$ cat src/rtl/ectr_pkg.sv
package ectr_pkg;

    typedef enum logic [1:0] {
        PORT_IDLE,
        PORT_READ,
        PORT_WRITE,
        PORT_REJECT
    } port_state_e;

    localparam logic [1:0] BSEL_PAD = 2'd0;
    localparam logic [1:0] BSEL_HI  = 2'd1;
    localparam logic [1:0] BSEL_MID = 2'd2;
    localparam logic [1:0] BSEL_LO  = 2'd3;

endpackage

$ cat src/rtl/ectr_counter.sv
module ectr_counter
    import ectr_pkg::*;
#(
    parameter int CTR_W = 20
) (
    input  logic             clk,
    input  logic             rst_n,
    input  logic             run,
    input  logic             evt,
    input  logic             ld_en,
    input  logic [1:0]       ld_sel,
    input  logic [7:0]       ld_data,
    output logic [CTR_W-1:0] value,
    output logic             inc_flag,
    output logic             wrap_flag
);
    localparam int               TOP_W   = CTR_W - 16;
    localparam logic [CTR_W-1:0] CTR_MAX = '1;
    localparam logic [CTR_W-1:0] CTR_ONE = CTR_W'(1);

    logic count_now;
    assign count_now = run & evt;

    // Counter storage deliberately has no reset.
    always_ff @(posedge clk) begin
        if (ld_en) begin
            unique case (ld_sel)
                BSEL_HI:  value[CTR_W-1:16] <= ld_data[TOP_W-1:0];
                BSEL_MID: value[15:8]       <= ld_data;
                BSEL_LO:  value[7:0]        <= ld_data;
                default:  ;
            endcase
        end else if (count_now) begin
            value <= value + CTR_ONE;
        end
    end

    always_ff @(posedge clk or negedge rst_n) begin
        if (!rst_n) begin
            inc_flag  <= 1'b0;
            wrap_flag <= 1'b0;
        end else begin
            inc_flag  <= count_now;
            wrap_flag <= count_now && (value == CTR_MAX);
        end
    end

endmodule

$ cat src/rtl/ectr_port.sv
module ectr_port
    import ectr_pkg::*;
#(
    parameter int N      = 4,
    parameter int CTR_W  = 20,
    parameter int ADDR_W = $clog2(N) + 2
) (
    input  logic                    clk,
    input  logic                    rst_n,
    input  logic                    stop_mode,
    input  logic                    acc_req,
    input  logic                    acc_wr,
    input  logic [ADDR_W-1:0]       acc_addr,
    input  logic [N-1:0][CTR_W-1:0] values,
    output logic [N-1:0]            ld_en,
    output logic [7:0]              acc_rdata,
    output logic                    acc_rvalid,
    output logic                    acc_err
);
    localparam int HOLD_W = CTR_W - 8;
    localparam int PAD_W  = 24 - CTR_W;

    port_state_e        state_q, state_d;
    logic [HOLD_W-1:0]  hold_q;
    logic [ADDR_W-3:0]  idx;
    logic [1:0]         sel;
    logic [CTR_W-1:0]   sel_val;
    logic               rd_go, wr_go;

    assign idx     = acc_addr[ADDR_W-1:2];
    assign sel     = acc_addr[1:0];
    assign sel_val = values[idx];
    assign rd_go   = acc_req && !acc_wr;
    assign wr_go   = acc_req && acc_wr && stop_mode;

    always_comb begin
        ld_en = '0;
        if (wr_go) ld_en[idx] = 1'b1;
    end

    // next state
    always_comb begin
        if (!acc_req)       state_d = PORT_IDLE;
        else if (!acc_wr)   state_d = PORT_READ;
        else if (stop_mode) state_d = PORT_WRITE;
        else                state_d = PORT_REJECT;
    end

    // state register
    always_ff @(posedge clk or negedge rst_n) begin
        if (!rst_n) state_q <= PORT_IDLE;
        else        state_q <= state_d;
    end

    // outputs from state
    always_comb begin
        acc_rvalid = 1'b0;
        acc_err    = 1'b0;
        unique case (state_q)
            PORT_IDLE:   ;
            PORT_READ:   acc_rvalid = 1'b1;
            PORT_WRITE:  ;
            PORT_REJECT: acc_err = 1'b1;
        endcase
    end

    // read data and shared snapshot register
    always_ff @(posedge clk or negedge rst_n) begin
        if (!rst_n) begin
            acc_rdata <= '0;
            hold_q    <= '0;
        end else if (rd_go) begin
            unique case (sel)
                BSEL_PAD: acc_rdata <= '0;
                BSEL_HI:  acc_rdata <= {{PAD_W{1'b0}}, hold_q[HOLD_W-1:8]};
                BSEL_MID: acc_rdata <= hold_q[7:0];
                BSEL_LO: begin
                    acc_rdata <= sel_val[7:0];
                    hold_q    <= sel_val[CTR_W-1:8];
                end
            endcase
        end
    end

endmodule

$ cat src/rtl/ectr_bank.sv
module ectr_bank
    import ectr_pkg::*;
#(
    parameter int N      = 4,
    parameter int CTR_W  = 20,
    parameter int ADDR_W = $clog2(N) + 2
) (
    input  logic              clk,
    input  logic              rst_n,
    input  logic              stop_mode,
    input  logic [N-1:0]      evt,
    input  logic              acc_req,
    input  logic              acc_wr,
    input  logic [ADDR_W-1:0] acc_addr,
    input  logic [7:0]        acc_wdata,
    output logic [7:0]        acc_rdata,
    output logic              acc_rvalid,
    output logic              acc_err,
    output logic [N-1:0]      inc_irq,
    output logic [N-1:0]      wrap_irq
);
    logic [N-1:0][CTR_W-1:0] cnt_val;
    logic [N-1:0]            ld_en;

    ectr_port #(.N(N), .CTR_W(CTR_W), .ADDR_W(ADDR_W)) i_port (
        .clk        (clk),
        .rst_n      (rst_n),
        .stop_mode  (stop_mode),
        .acc_req    (acc_req),
        .acc_wr     (acc_wr),
        .acc_addr   (acc_addr),
        .values     (cnt_val),
        .ld_en      (ld_en),
        .acc_rdata  (acc_rdata),
        .acc_rvalid (acc_rvalid),
        .acc_err    (acc_err)
    );

    for (genvar g = 0; g < N; g++) begin : g_ctr
        ectr_counter #(.CTR_W(CTR_W)) i_ctr (
            .clk       (clk),
            .rst_n     (rst_n),
            .run       (!stop_mode),
            .evt       (evt[g]),
            .ld_en     (ld_en[g]),
            .ld_sel    (acc_addr[1:0]),
            .ld_data   (acc_wdata),
            .value     (cnt_val[g]),
            .inc_flag  (inc_irq[g]),
            .wrap_flag (wrap_irq[g])
        );
    end

endmodule

$ cat config.mk
export PLATFORM = sky130hd
export DESIGN_NAME = ectr_bank
export DESIGN_NICKNAME = d
export VERILOG_FILES = /design/src/rtl/ectr_pkg.sv /design/src/rtl/ectr_counter.sv /design/src/rtl/ectr_port.sv /design/src/rtl/ectr_bank.sv
export SDC_FILE = /design/constraint.sdc
export NUM_CORES = 1
export LEC_CHECK = 0
export CORE_ASPECT_RATIO = 1.4
export CORE_UTILIZATION = 64
export CTS_BUF_LIST = sky130_fd_sc_hd__clkbuf_16
export CTS_CLUSTER_SIZE = 8
export DETAILED_ROUTE_END_ITERATION = 6
export DONT_BUFFER_PORTS = 1
export GPL_ROUTABILITY_DRIVEN = 0
export PLACE_DENSITY = 0.89
export REMOVE_ABC_BUFFERS = 1
export SLEW_MARGIN = 0
export SYNTH_ARGS = -nofsm -noshare
export SYNTH_HDL_FRONTEND = slang
export SYNTH_SLANG_ARGS = --single-unit
$ cat constraint.sdc
create_clock -name clk -period 2.9 [get_ports clk]
set_clock_uncertainty 0.1 [all_clocks]
set_input_delay 0.58 -clock clk [delete_from_list [all_inputs] [get_ports clk]]
set_output_delay 0.58 -clock clk [all_outputs]
set_load 0.02 [all_outputs]
==> PnR_summary.wiki, run 1 <==
{| class="wikitable"
! Metric !! Value
|-
| Number of fill cells || 629
|-
| Clk sinks || 110
|-
| Most frequent cells after synthesis || edfxtp_1 (80), a21oi_1 (53), nor2_1 (37)
|-
| Achievable frequency || 428 MHz
|-
| Die Ht || 120 microns
|-
| Router iterations before antenna repair || 6
|-
| Headroom to the max-slew limit || 52.8%
|-
| Remaining design rule violation count || 0
|-
| Synthesized area divided by synthesized cell count || 10.9 sq um
|-
| Hold Crit Class || input port to flop
|-
| Number of register bits inferred by synthesis || 110
|-
| Pin count of the biggest net entering global routing || 31
|-
| Post-synth top area cell || edfxtp_1
|-
| Library cells used by synthesis || 43
|-
| Placeable core region || 9560 sq um
|-
| Final-report setup violation count || 0
|-
| Number of input and output port buffers inserted || 0
|-
| Clock tree from TritonCTS || done
|-
| EDFF count, synth || 80
|-
| Boundary Pins || 39
|-
| Die Outline Area || 10,300 sq um
|-
| Clock buffer count from CTS || 9
|-
| Number of vias per cell after detailed routing || 7.51
|-
| Iteration-0 DRC Markers || 965
|-
| Total Routing Usage GR || 39.0%
|-
| Via count of the routed design || 5,334
|-
| HPWL reported at the end of detailed placement || 13,300 microns
|-
| Initial standard-cell utilization of the core || 66.5%
|-
| Largest fanout of any net on the critical path || 9
|-
| CP Data Arrival Time || 2.44 ns
|-
| TNS Setup || 0 ns
|-
| Proportion of layout cells with a drive suffix above 1 || 13.0%
|-
| Max-slew violation count || 0
|-
| WHS || 0.232 ns
|-
| Share of flip-flops with an asynchronous set or reset || 27.3%
|-
| Worst stage delay on the critical path || 0.59 ns
|-
| Number of gates given a new drive strength after cts || 0
|-
| Non-filler cells, final || 710
|-
| Setup crit start || g_ctr[1].i_ctr.value[4]$_DFFE_PP_
|-
| Maximum buffer depth of the clock tree || 2
|-
| H-tree level count || 3
|-
| Final core occ || 70.6%
|-
| Hold Vio Cnt, Final || 0
|-
| Status || finished, final reports clean
|-
| Multi-input logic area || 2960 sq um
|-
| Gate Count Post-Synth || 583
|-
| Kind of launch point of the worst setup path || flop
|-
| Remaining global-route overflow || 0
|-
| Antenna violations before repair || 2
|-
| Area of the mapped netlist || 6360 sq um
|-
| Min Clock Period, post-route || 2.33 ns
|-
| Area share of the largest cell type after synthesis || 37.8%
|-
| Final #Nets || 596
|-
| Area growth from synthesis to layout || 6.22%
|-
| Vias in the first global route || 5,216
|-
| Clock input transition at the sequential cells of the worst setup and hold paths || 0.07 ns
|-
| Hold Startpoint || acc_wr
|-
| Top cells by area in the synthesized netlist || edfxtp_1 (38%), dfrtp_1 (12%), mux4_2 (6.7%)
|-
| Placement row count || 42
|-
| Post-Place Cells || 690
|-
| Average wire per standard cell || 26.3 microns
|-
| Worst vdd ir || 0.000339 V
|-
| Max Cap Viol || 0
|-
| Power density normalized to cell area || 530 nW/um^2
|-
| Area occupied by registers || 3150 sq um
|-
| CP Data Required Time || 3.01 ns
|-
| Power Total || 3580 uW
|-
| Cell Chain, Critical Path || nand4_4 -> or4_1 -> or4_1 -> a31oi_1
|-
| Most common cell in the synthesized netlist || edfxtp_1
|-
| First-pass GRT wire length || 29,400 microns
|-
| Post-DRT Antenna Nets || 0
|-
| Most common cell type on the critical path || or4_1
|-
| Clock insertion delay at the later pin of the skew report || 0.36 ns
|-
| DIE WIDTH || 86.2 microns
|-
| Critical path type || flop to flop
|-
| Post-route clock period utilization || 80.5%
|-
| Least-Margin Pin Slew || 0.700 ns
|-
| Unrepaired setup endpoints after global routing || false
|-
| Detailed Route WL || 18,700 microns
|-
| Number of warnings printed during yosys synthesis || 0
|-
| Static power due to leakage || 0.00232 uW
|-
| Element type at the critical path end || flop
|-
| Synth Flop Type || edfxtp_1
|-
| Slowest library cell on the worst path || or4_1
|-
| Share of the yosys chip area belonging to registers || 49.6%
|-
| Launch point of the worst reg-to-reg path || g_ctr[1].i_ctr.value[4]$_DFFE_PP_
|-
| Clk root buf || clkbuf_16
|}
[registers in the layout (all words and copies together) (netlist names)]
name and cells:
g_ctr.i_ctr.inc_flag 4, g_ctr.i_ctr.value 80, g_ctr.i_ctr.wrap_flag 4, i_port.acc_rdata 8
i_port.hold_q 12, i_port.state_q 2
[worst paths after layout]
check                                                     end  slack [ns]  cells after the start
max in group asynchronous  g_ctr[2].i_ctr.wrap_flag$_DFF_PN0_        1.95                      2
setup reg to reg           g_ctr[1].i_ctr.value[18]$_DFFE_PP_        0.57                      4
hold reg to reg                  i_port.hold_q[3]$_DFFE_PN0P_        0.41                      1
min in group asynchronous         i_port.state_q[1]$_DFF_PN0_        0.57                      2
hold / removal                    i_port.state_q[0]$_DFF_PN0_        0.23                      1
setup / recovery           g_ctr[1].i_ctr.value[18]$_DFFE_PP_        0.57                      4
[critical path, delay by kind of cell, from the launching register on]
family,cells,cell delay [ns]
and+or+nand+nor,3,1.35
DFF,1,0.54
AOI/OAI and AO/OA,1,0.19
[kinds of logic after synthesis]
kind of cell / share of synthesized area, %
flops: 49.6
mux: 11.2
fa+ha+maj: 0.787
xor+xnor: 5.51
simple gates: 17.5
compound gates: 11.5
buf+inv: 3.82
[routing by layer]
metal	up-vias	global-route usage [%]	part of all wire [%]	routed length, microns
met5	-	0	0	0
met4	0	24.8	8.6	1610
met3	132	11.2	12	2260
met2	494	61.9	47	8810
met1	2501	46.1	32	5990
li1	2207	-	-	-
[repair_timing]
item	in CTS	in global routing
hold buffers	2	0
endpoints found under the hold margin	30	0
buffers inserted	0	0
[cell type report]
class,instances,area share [%]
flip-flops and latches,110,46.7
clock inverters,7,0.871
repair buffers,16,2.00
inverters,13,0.723
clock buffers,9,3.34
well taps,132,2.45
multi-input cells,421,43.9
diodes,2,0.0741
[layout by cell type (no fill, tap or decap), types with 5 or more instances in the layout]
| master | count |
|---|---|
| xor2_1 | 17 |
| and3_1 | 8 |
| xnor2_1 | 23 |
| inv_1 | 15 |
| mux2_2 | 16 |
| and4_1 | 10 |
| nor3_1 | 7 |
| or3_1 | 17 |
| mux4_2 | 19 |
| a31oi_1 | 27 |
| nor4_1 | 11 |
| nand4_1 | 22 |
| dfrtp_1 | 30 |
| nand3_1 | 28 |
| o21ai_0 | 32 |
| nand2b_1 | 7 |
| a21oi_1 | 53 |
| nor2_1 | 37 |
| nand2_1 | 35 |
| o31ai_1 | 5 |
| buf_4 | 14 |
| or4_1 | 6 |
| mux2i_1 | 8 |
| edfxtp_1 | 80 |
| clkbuf_16 | 9 |
[report_power, final]
| group | internal, uW | leakage, uW | switching (uW) |
|---|---|---|---|
| clock | 658 | 0.000145 | 562 |
| sequential | 1830 | 0.00113 | 167 |
| combinational | 180 | 0.00105 | 182 |
[per-stage QoR]
stage	area (sq um)	setup slack [ns]
2_1_floorplan	6160	0.233
3_3_place_gp	6430	0.487
3_5_place_dp	6430	0.352
4_1_cts	6750	0.590
5_1_grt	6750	0.492
6_report	6750	0.565
(Power assumes the default switching activity.)
==> inputs of run 2 (changes only) <==
Settings changed: ABC_AREA set to 1, CORE_UTILIZATION 64 to 58, PLACE_DENSITY 0.89 to 0.85.
Clock period 2.9 ns to 2.1 ns, I/O delays scaled along.
==> PnR_summary.wiki, run 2 <==
{| class="wikitable"
! Metric !! Value
|-
| Register containing the most flip-flops in the final layout || g_ctr.i_ctr.value
|-
| Worst path depth || 8 (+4)
|-
| Clk sinks || 110 (unchanged)
|-
| Number of gates given a new drive strength after cts || 0 (unchanged)
|-
| Die Ht || 131 microns (+9.6%)
|-
| Maximum buffer depth of the clock tree || 2 (unchanged)
|-
| Die Outline Area || 12,400 sq um (+20%)
|-
| Max-slew violation count || 0 (unchanged)
|-
| Hold Crit Class || input port to flop
|-
| Power density normalized to cell area || 678 nW/um^2 (+28%)
|-
| Placement row count || 46 (+9.5%)
|-
| Unrepaired setup endpoints after global routing || false
|-
| EDFF count, synth || 80 (unchanged)
|-
| Most common library cell in the layout ignoring fill and taps || nand2_1
|-
| H-tree level count || 3 (unchanged)
|-
| Least-Margin Pin Slew || 0.466 ns (-0.234 ns)
|-
| Most frequent cells after synthesis || nand2_1 (359), inv_1 (99), nor2_1 (95)
|-
| End point of the most critical hold path || i_port.state_q[0]$_DFF_PN0_
|-
| CP Data Arrival Time || 1.96 ns (-0.48 ns)
|-
| DIE WIDTH || 94.5 microns (+9.6%)
|-
| Status || finished, violations left
|-
| Antenna violations before repair || 0 (-2)
|-
| Synthesized area divided by synthesized cell count || 7.40 sq um (-32%)
|-
| WHS || 0.0380 ns (-0.194 ns)
|-
| Internal Pwr Total || 3650 uW (+37%)
|-
| Worst r2r dst || g_ctr[3].i_ctr.value[16]$_DFFE_PP_
|-
| Number of flip-flops in the largest register || 80 (unchanged)
|-
| Number of buffer and inverter instances along the worst setup path || 0 (unchanged)
|-
| Combinational power share || 11.5% (+1.4 points)
|-
| HPWL reported at the end of detailed placement || 15,200 microns (+14%)
|-
| Final #Nets || 976 (+64%)
|-
| Depth of the worst hold-timing path || 1 (unchanged)
|-
| Iteration-0 DRC Markers || 917 (-5.0%)
|-
| Vias in the first global route || 6,121 (+17%)
|-
| Clock buffer count from CTS || 9 (unchanged)
|-
| Hold Startpoint || acc_wr
|-
| Area growth from synthesis to layout || 7.17%
|-
| Critical path type || flop to flop
|-
| Gate Count Post-Synth || 938 (+61%)
|-
| Most common cell type on the critical path || nand2_1
|-
| Number of vias per cell after detailed routing || 5.98 (-20%)
|-
| Worst stage delay on the critical path || 0.46 ns (-0.13 ns)
|-
| Power Total || 5050 uW (+41%)
|-
| R2R setup slack || 0.16 ns (-0.41 ns)
|-
| Commonest cells after routing, fill and taps aside || nand2_1 (359), inv_1 (99), nor2_1 (95), edfxtp_1 (80), o21ai_0 (75)
|-
| Final-report setup violation count || 0 (unchanged)
|-
| Largest registers || g_ctr.i_ctr.value: 80 flops, i_port.hold_q: 12 flops, i_port.acc_rdata: 8 flops
|-
| Router iterations before antenna repair || 7 (+1)
|-
| CP Data Required Time || 2.12 ns (-0.89 ns)
|-
| Clk network pwr share || 35.4% (+1.3 points)
|-
| Initial standard-cell utilization of the core || 60.3% (-6.1 points)
|-
| Non-filler cells, final || 1,100 (+55%)
|-
| Number of buffers added to fix hold violations after cts || 2 (unchanged)
|-
| Share of flip-flops with an asynchronous set or reset || 27.3% (unchanged)
|-
| Number of input and output port buffers inserted || 0 (unchanged)
|-
| Min Clock Period, post-route || 1.94 ns (-0.392 ns)
|-
| Sequential cell fraction of total power || 53.1% (-2.7 points)
|-
| Synth Flop Type || edfxtp_1
|-
| Top cells by area in the synthesized netlist || edfxtp_1 (35%), nand2_1 (19%), dfrtp_1 (11%)
|-
| Net load switching power || 1400 uW (+54%)
|-
| Number of warnings printed during yosys synthesis || 0 (unchanged)
|-
| Area share of the largest cell type after synthesis || 34.6% (-3.2 points)
|-
| Violations in the final reports || DRC
|-
| Via count of the routed design || 6,583 (+23%)
|-
| Share of the yosys chip area belonging to registers || 45.4% (-4.2 points)
|-
| Delay-heaviest family, CP || simple AND/OR/NAND/NOR gates
|-
| Slowest library cell on the worst path || edfxtp_1
|-
| Static power due to leakage || 0.00338 uW (+46%)
|-
| Worst vdd ir || 0.000404 V (+19%)
|-
| R2R cell count || 8 (+4)
|-
| Proportion of layout cells with a drive suffix above 1 || 7.74% (-5.3 points)
|-
| TNS Setup || 0 ns (unchanged)
|-
| Launch point of the worst reg-to-reg path || g_ctr[3].i_ctr.value[0]$_DFFE_PP_
|-
| Standard cell area after detailed placement || 7110 sq um (+11%)
|-
| Pin count of the biggest net entering global routing || 31 (unchanged)
|-
| Design area || 7440 sq um (+10%)
|-
| Fraction of power spent switching nets || 27.7% (+2.3 points)
|-
| Area of the mapped netlist || 6950 sq um (+9.3%)
|-
| First-pass GRT wire length || 32,100 microns (+9.5%)
|-
| Cell Chain, Critical Path || ha_1 -> nand2_1 -> nor2_1 -> nand2_1 -> nor2_2 -> nand3_1 -> nand3_1 -> nand2_1
|-
| Total Routing Usage GR || 34.7% (-4.2 points)
|-
| Clock input transition at the sequential cells of the worst setup and hold paths || 0.08 ns (about the same)
|-
| Clock tree from TritonCTS || done
|-
| Number of register bits inferred by synthesis || 110 (unchanged)
|-
| Max Cap Viol || 0 (unchanged)
|-
| Post-CTS Setup Inserts || 0 (unchanged)
|-
| Placeable core region || 11,500 sq um (+20%)
|-
| Achievable frequency || 515 MHz (+20%)
|-
| Element type at the critical path end || flop
|-
| Kind of launch point of the worst setup path || flop
|-
| Antenna diodes || 0 (-2)
|-
| Headroom to the max-slew limit || 68.9% (+16 points)
|-
| Average wire per standard cell || 18.1 microns (-31%)
|-
| Remaining global-route overflow || 0 (unchanged)
|-
| Post-synth top area cell || edfxtp_1
|-
| Post-DRT Antenna Nets || 0 (unchanged)
|-
| Boundary Pins || 39 (unchanged)
|-
| Library cells used by synthesis || 39 (-9.3%)
|-
| Post-Place Cells || 1,082 (+57%)
|-
| Detailed Route WL || 19,900 microns (+6.5%)
|-
| Remaining design rule violation count || 1 (+1)
|-
| Clk root buf || clkbuf_16
|-
| Post-route clock period utilization || 92.5% (+12 points)
|-
| Clock insertion delay at the later pin of the skew report || 0.36 ns (about the same)
|-
| Largest fanout of any net on the critical path || 5 (-4)
|-
| Hold Vio Cnt, Final || 0 (unchanged)
|-
| Most common cell in the synthesized netlist || nand2_1
|}
## run 2: per-layer routing
metal	up-vias	track usage, %	part of all wire [%]
li1	3083	-	-
met1	2910	42.7	34
met2	457	53.6	47
met3	133	8.56	11
met4	0	22.6	8.3
met5	-	0	0
## run 2: final cells by class
| cell class | count | area (sq um) |
|---|---|---|
| repair buffers | 27 | 218 |
| multi-input cells | 695 | 3180 |
| fillers | 983 | 4070 |
| clock inverters | 7 | 78.8 |
| clock buffers | 9 | 225 |
| inverters | 108 | 409 |
| well taps | 144 | 180 |
| flip-flops and latches | 110 | 3150 |
## run 2: how the worst max path moves through the flow
stage / from / to / slack [ns]
after detailed placement: g_ctr[3].i_ctr.value[0]$_DFFE_PP_ / g_ctr[3].i_ctr.value[16]$_DFFE_PP_ / 0.23
after global placement: stop_mode / g_ctr[1].i_ctr.value[14]$_DFFE_PP_ / 0.25
after global routing: g_ctr[3].i_ctr.value[0]$_DFFE_PP_ / g_ctr[3].i_ctr.value[14]$_DFFE_PP_ / 0.007
after floorplan: acc_addr[2] / g_ctr[0].i_ctr.value[0]$_DFFE_PP_ / -0.42
final: g_ctr[3].i_ctr.value[0]$_DFFE_PP_ / g_ctr[3].i_ctr.value[16]$_DFFE_PP_ / 0.16
after CTS: g_ctr[3].i_ctr.value[0]$_DFFE_PP_ / g_ctr[3].i_ctr.value[16]$_DFFE_PP_ / 0.20
## run 2: per-stage QoR
step                      setup slack [ns]  utilization (%)
after floorplan                     -0.415                -
after global placement               0.250             61.8
after detailed placement             0.235             61.8
after CTS                            0.205             64.7
after global routing               0.00652             64.7
final                                0.157             64.7
## run 2: kinds of logic after synthesis
kind of cell / Yosys count / synth area share [%]
flip-flops: 110 / 45.4
buffers and inverters: 133 / 8.83
AO/OA/AOI/OAI: 137 / 11.2
XOR/XNOR: 10 / 1.26
AND/OR/NAND/NOR: 544 / 32.6
adder cells (fa/ha/maj): 4 / 0.721
## run 2: power groups by stage
| stage | logic (uW) | clock network (uW) | registers (uW) |
|---|---|---|---|
| final | 580 | 1790 | 2680 |
| after detailed placement | 542 | 0 | 2720 |
| after global placement | 531 | 0 | 2710 |
| after global routing | 657 | 1860 | 2690 |
| after floorplan | 393 | 0 | 2670 |
| after CTS | 569 | 1780 | 2670 |
==> inputs of run 3 (changes only) <==
Settings changed: CORE_UTILIZATION 58 to 55, PLACE_DENSITY 0.85 to 0.82.
==> PnR_summary.wiki, run 3 (synthesis gave the netlist of run 2 again) <==
{| class="wikitable"
! Metric !! Value
|-
| Clk root buf || clkbuf_16
|-
| Worst vdd ir || 0.000456 V (+13%)
|-
| Commonest cells after routing, fill and taps aside || nand2_1 (359), inv_1 (99), nor2_1 (94), edfxtp_1 (80), o21ai_0 (75)
|-
| Final-report setup violation count || 0 (unchanged)
|-
| Slowest library cell on the worst path || edfxtp_1
|-
| Post-DRT Antenna Nets || 0 (unchanged)
|-
| H-tree level count || 3 (unchanged)
|-
| Maximum buffer depth of the clock tree || 2 (unchanged)
|-
| Status || finished, final reports clean
|-
| Number of fill cells || 1,078 (+9.7%)
|-
| Static power due to leakage || 0.00336 uW (-0.62%)
|-
| Element type at the critical path end || flop
|-
| DIE WIDTH || 97.0 microns (+2.6%)
|-
| Hold Crit Class || input port to flop
|-
| Setup crit start || g_ctr[2].i_ctr.value[0]$_DFFE_PP_
|-
| HPWL reported at the end of detailed placement || 15,500 microns (+1.9%)
|-
| Post-Place Worst Slack || 0.238 ns (+0.00351 ns)
|-
| Boundary Pins || 39 (unchanged)
|-
| Proportion of layout cells with a drive suffix above 1 || 7.64% (-0.097 points)
|-
| Min Clock Period, post-route || 1.88 ns (-0.0658 ns)
|-
| Antenna violations before repair || 0 (unchanged)
|-
| Clock insertion delay at the later pin of the skew report || 0.35 ns (about the same)
|-
| First-pass GRT wire length || 31,300 microns (-2.7%)
|-
| Achievable frequency || 533 MHz (+3.5%)
|-
| Number of flip-flops in the largest register || 80 (unchanged)
|-
| Placeable core region || 12,300 sq um (+7.0%)
|-
| Non-filler cells, final || 1,105 (+0.45%)
|-
| Antenna diodes || 0 (unchanged)
|-
| Via count of the routed design || 6,524 (-0.90%)
|-
| Initial standard-cell utilization of the core || 56.4% (-3.9 points)
|-
| Most common cell type on the critical path || nand2_1
|-
| Clock tree from TritonCTS || done
|-
| Post-CTS Setup Inserts || 0 (unchanged)
|-
| Number of input and output port buffers inserted || 0 (unchanged)
|-
| Clock buffer count from CTS || 9 (unchanged)
|-
| Max Cap Viol || 0 (unchanged)
|-
| Worst stage delay on the critical path || 0.41 ns (-0.05 ns)
|-
| Launch point of the worst reg-to-reg path || g_ctr[2].i_ctr.value[0]$_DFFE_PP_
|-
| Most common library cell in the layout ignoring fill and taps || nand2_1
|-
| Unrepaired setup endpoints after global routing || false
|-
| R2R cell count || 8 (unchanged)
|-
| Headroom to the max-slew limit || 72.0% (+3.1 points)
|-
| Least-Margin Pin Slew || 0.420 ns (-0.0464 ns)
|-
| Design area || 7430 sq um (-0.18%)
|-
| Cell Chain, Critical Path || ha_1 -> nand2_1 -> nor2_1 -> nand3_1 -> o21ai_0 -> nand2_1 -> nand2_1 -> nand2_1
|-
| Vias in the first global route || 5,968 (-2.5%)
|-
| Die Ht || 135 microns (+2.6%)
|-
| Detailed Route WL || 20,200 microns (+1.8%)
|-
| Number of vias per cell after detailed routing || 5.90 (-1.3%)
|-
| Iteration-0 DRC Markers || 825 (-10%)
|-
| End point of the most critical hold path || i_port.state_q[0]$_DFF_PN0_
|-
| Register containing the most flip-flops in the final layout || g_ctr.i_ctr.value
|-
| CP Data Arrival Time || 1.90 ns (-0.06 ns)
|-
| Final core occ || 60.3% (-4.3 points)
|-
| Post-Place Cells || 1,087 (+0.46%)
|-
| Area growth from synthesis to layout || 6.97%
|-
| Remaining design rule violation count || 0 (-1)
|-
| Critical path type || flop to flop
|-
| Hold Vio Cnt, Final || 0 (unchanged)
|-
| Die Outline Area || 13,100 sq um (+5.4%)
|-
| Placement row count || 48 (+4.3%)
|-
| R2R setup slack || 0.22 ns (+0.07 ns)
|-
| Pin count of the biggest net entering global routing || 31 (unchanged)
|-
| Standard cell area after detailed placement || 7110 sq um (unchanged)
|-
| Clock input transition at the sequential cells of the worst setup and hold paths || 0.08 ns (about the same)
|-
| Setup slack of the critical path after layout || 0.223 ns (+0.0658 ns)
|-
| Worst r2r dst || g_ctr[2].i_ctr.value[18]$_DFFE_PP_
|-
| Remaining global-route overflow || 0 (unchanged)
|-
| Hold Startpoint || acc_wr
|-
| Largest fanout of any net on the critical path || 6 (+1)
|-
| Total Routing Usage GR || 31.5% (-3.3 points)
|-
| Post-route clock period utilization || 89.4% (-3.1 points)
|-
| Largest registers || g_ctr.i_ctr.value: 80 flops, i_port.hold_q: 12 flops, i_port.acc_rdata: 8 flops
|-
| Power density normalized to cell area || 661 nW/um^2 (-2.5%)
|-
| WHS || 0.0417 ns (+0.00376 ns)
|-
| Router iterations before antenna repair || 6 (-1)
|-
| Kind of launch point of the worst setup path || flop
|-
| CP Data Required Time || 2.12 ns (about the same)
|-
| Depth of the worst hold-timing path || 1 (unchanged)
|-
| Clk sinks || 110 (unchanged)
|-
| Max-slew violation count || 0 (unchanged)
|-
| Average wire per standard cell || 18.3 microns (+1.3%)
|-
| Final #Nets || 975 (-0.10%)
|}
run 3: cell types whose count changed in the layout (fill, tap and decap cells not counted), sizes merged:
cell	previous run	this run
inv	111	110
buf	26	25
clkinv	3	4
clkinvlp	0	1
bufinv	1	0
run 3: area by class of cell:
cell class / count / area, sq um / area share (%)
clock buffers: 9 / 225 / 3.03
inverters: 108 / 409 / 5.51
well taps: 150 / 188 / 2.53
repair buffers: 26 / 210 / 2.83
multi-input cells: 695 / 3190 / 42.9
clock inverters: 7 / 57.6 / 0.775
flip-flops and latches: 110 / 3150 / 42.4
run 3: what timing repair did:
item | CTS | global route
resized for setup | 0 | 2
hold buffers | 2 | 0
setup endpoints to repair | 0 | 1
endpoints found under the hold margin | 30 | 0
run 3: critical path, delay by kind of cell (launching register included):
family | cells | cell delay [ns]
adder cells (fa/ha/maj) | 1 | 0.19
AND/OR/NAND/NOR | 6 | 0.70
AO/OA/AOI/OAI | 1 | 0.25
flip-flops | 1 | 0.41
run 3: how the worst max path moves through the flow:
stage                                         end  depth (start not counted)
3_5_place_dp   g_ctr[3].i_ctr.value[16]$_DFFE_PP_                          8
4_1_cts        g_ctr[3].i_ctr.value[18]$_DFFE_PP_                         10
3_3_place_gp   g_ctr[3].i_ctr.value[16]$_DFFE_PP_                          8
5_1_grt        g_ctr[3].i_ctr.value[18]$_DFFE_PP_                         10
6_report       g_ctr[2].i_ctr.value[18]$_DFFE_PP_                          8
2_1_floorplan   g_ctr[0].i_ctr.value[0]$_DFFE_PP_                          5
run 3: through the flow:
stage	power (uW)	TNS, ns
global placement	3240	0
floorplan	3060	-11.81
global route	5080	0
CTS	4910	0
detailed placement	3260	0
finish	4910	0
run 3: routing by layer:
metal,GRT usage [%],part of all wire (%),vias to the layer above
met3,6.16,9.1,89
met4,19.2,6.3,0
met5,0,0,-
met1,36.5,36,2975
li1,-,-,3092
met2,53.8,49,368
run 3: power breakdown:
group	switching [uW]	total, uW	internal, uW	leakage [uW]
clock network	833	1660	823	0.000136
registers	172	2680	2510	0.00113
logic	383	576	193	0.00209
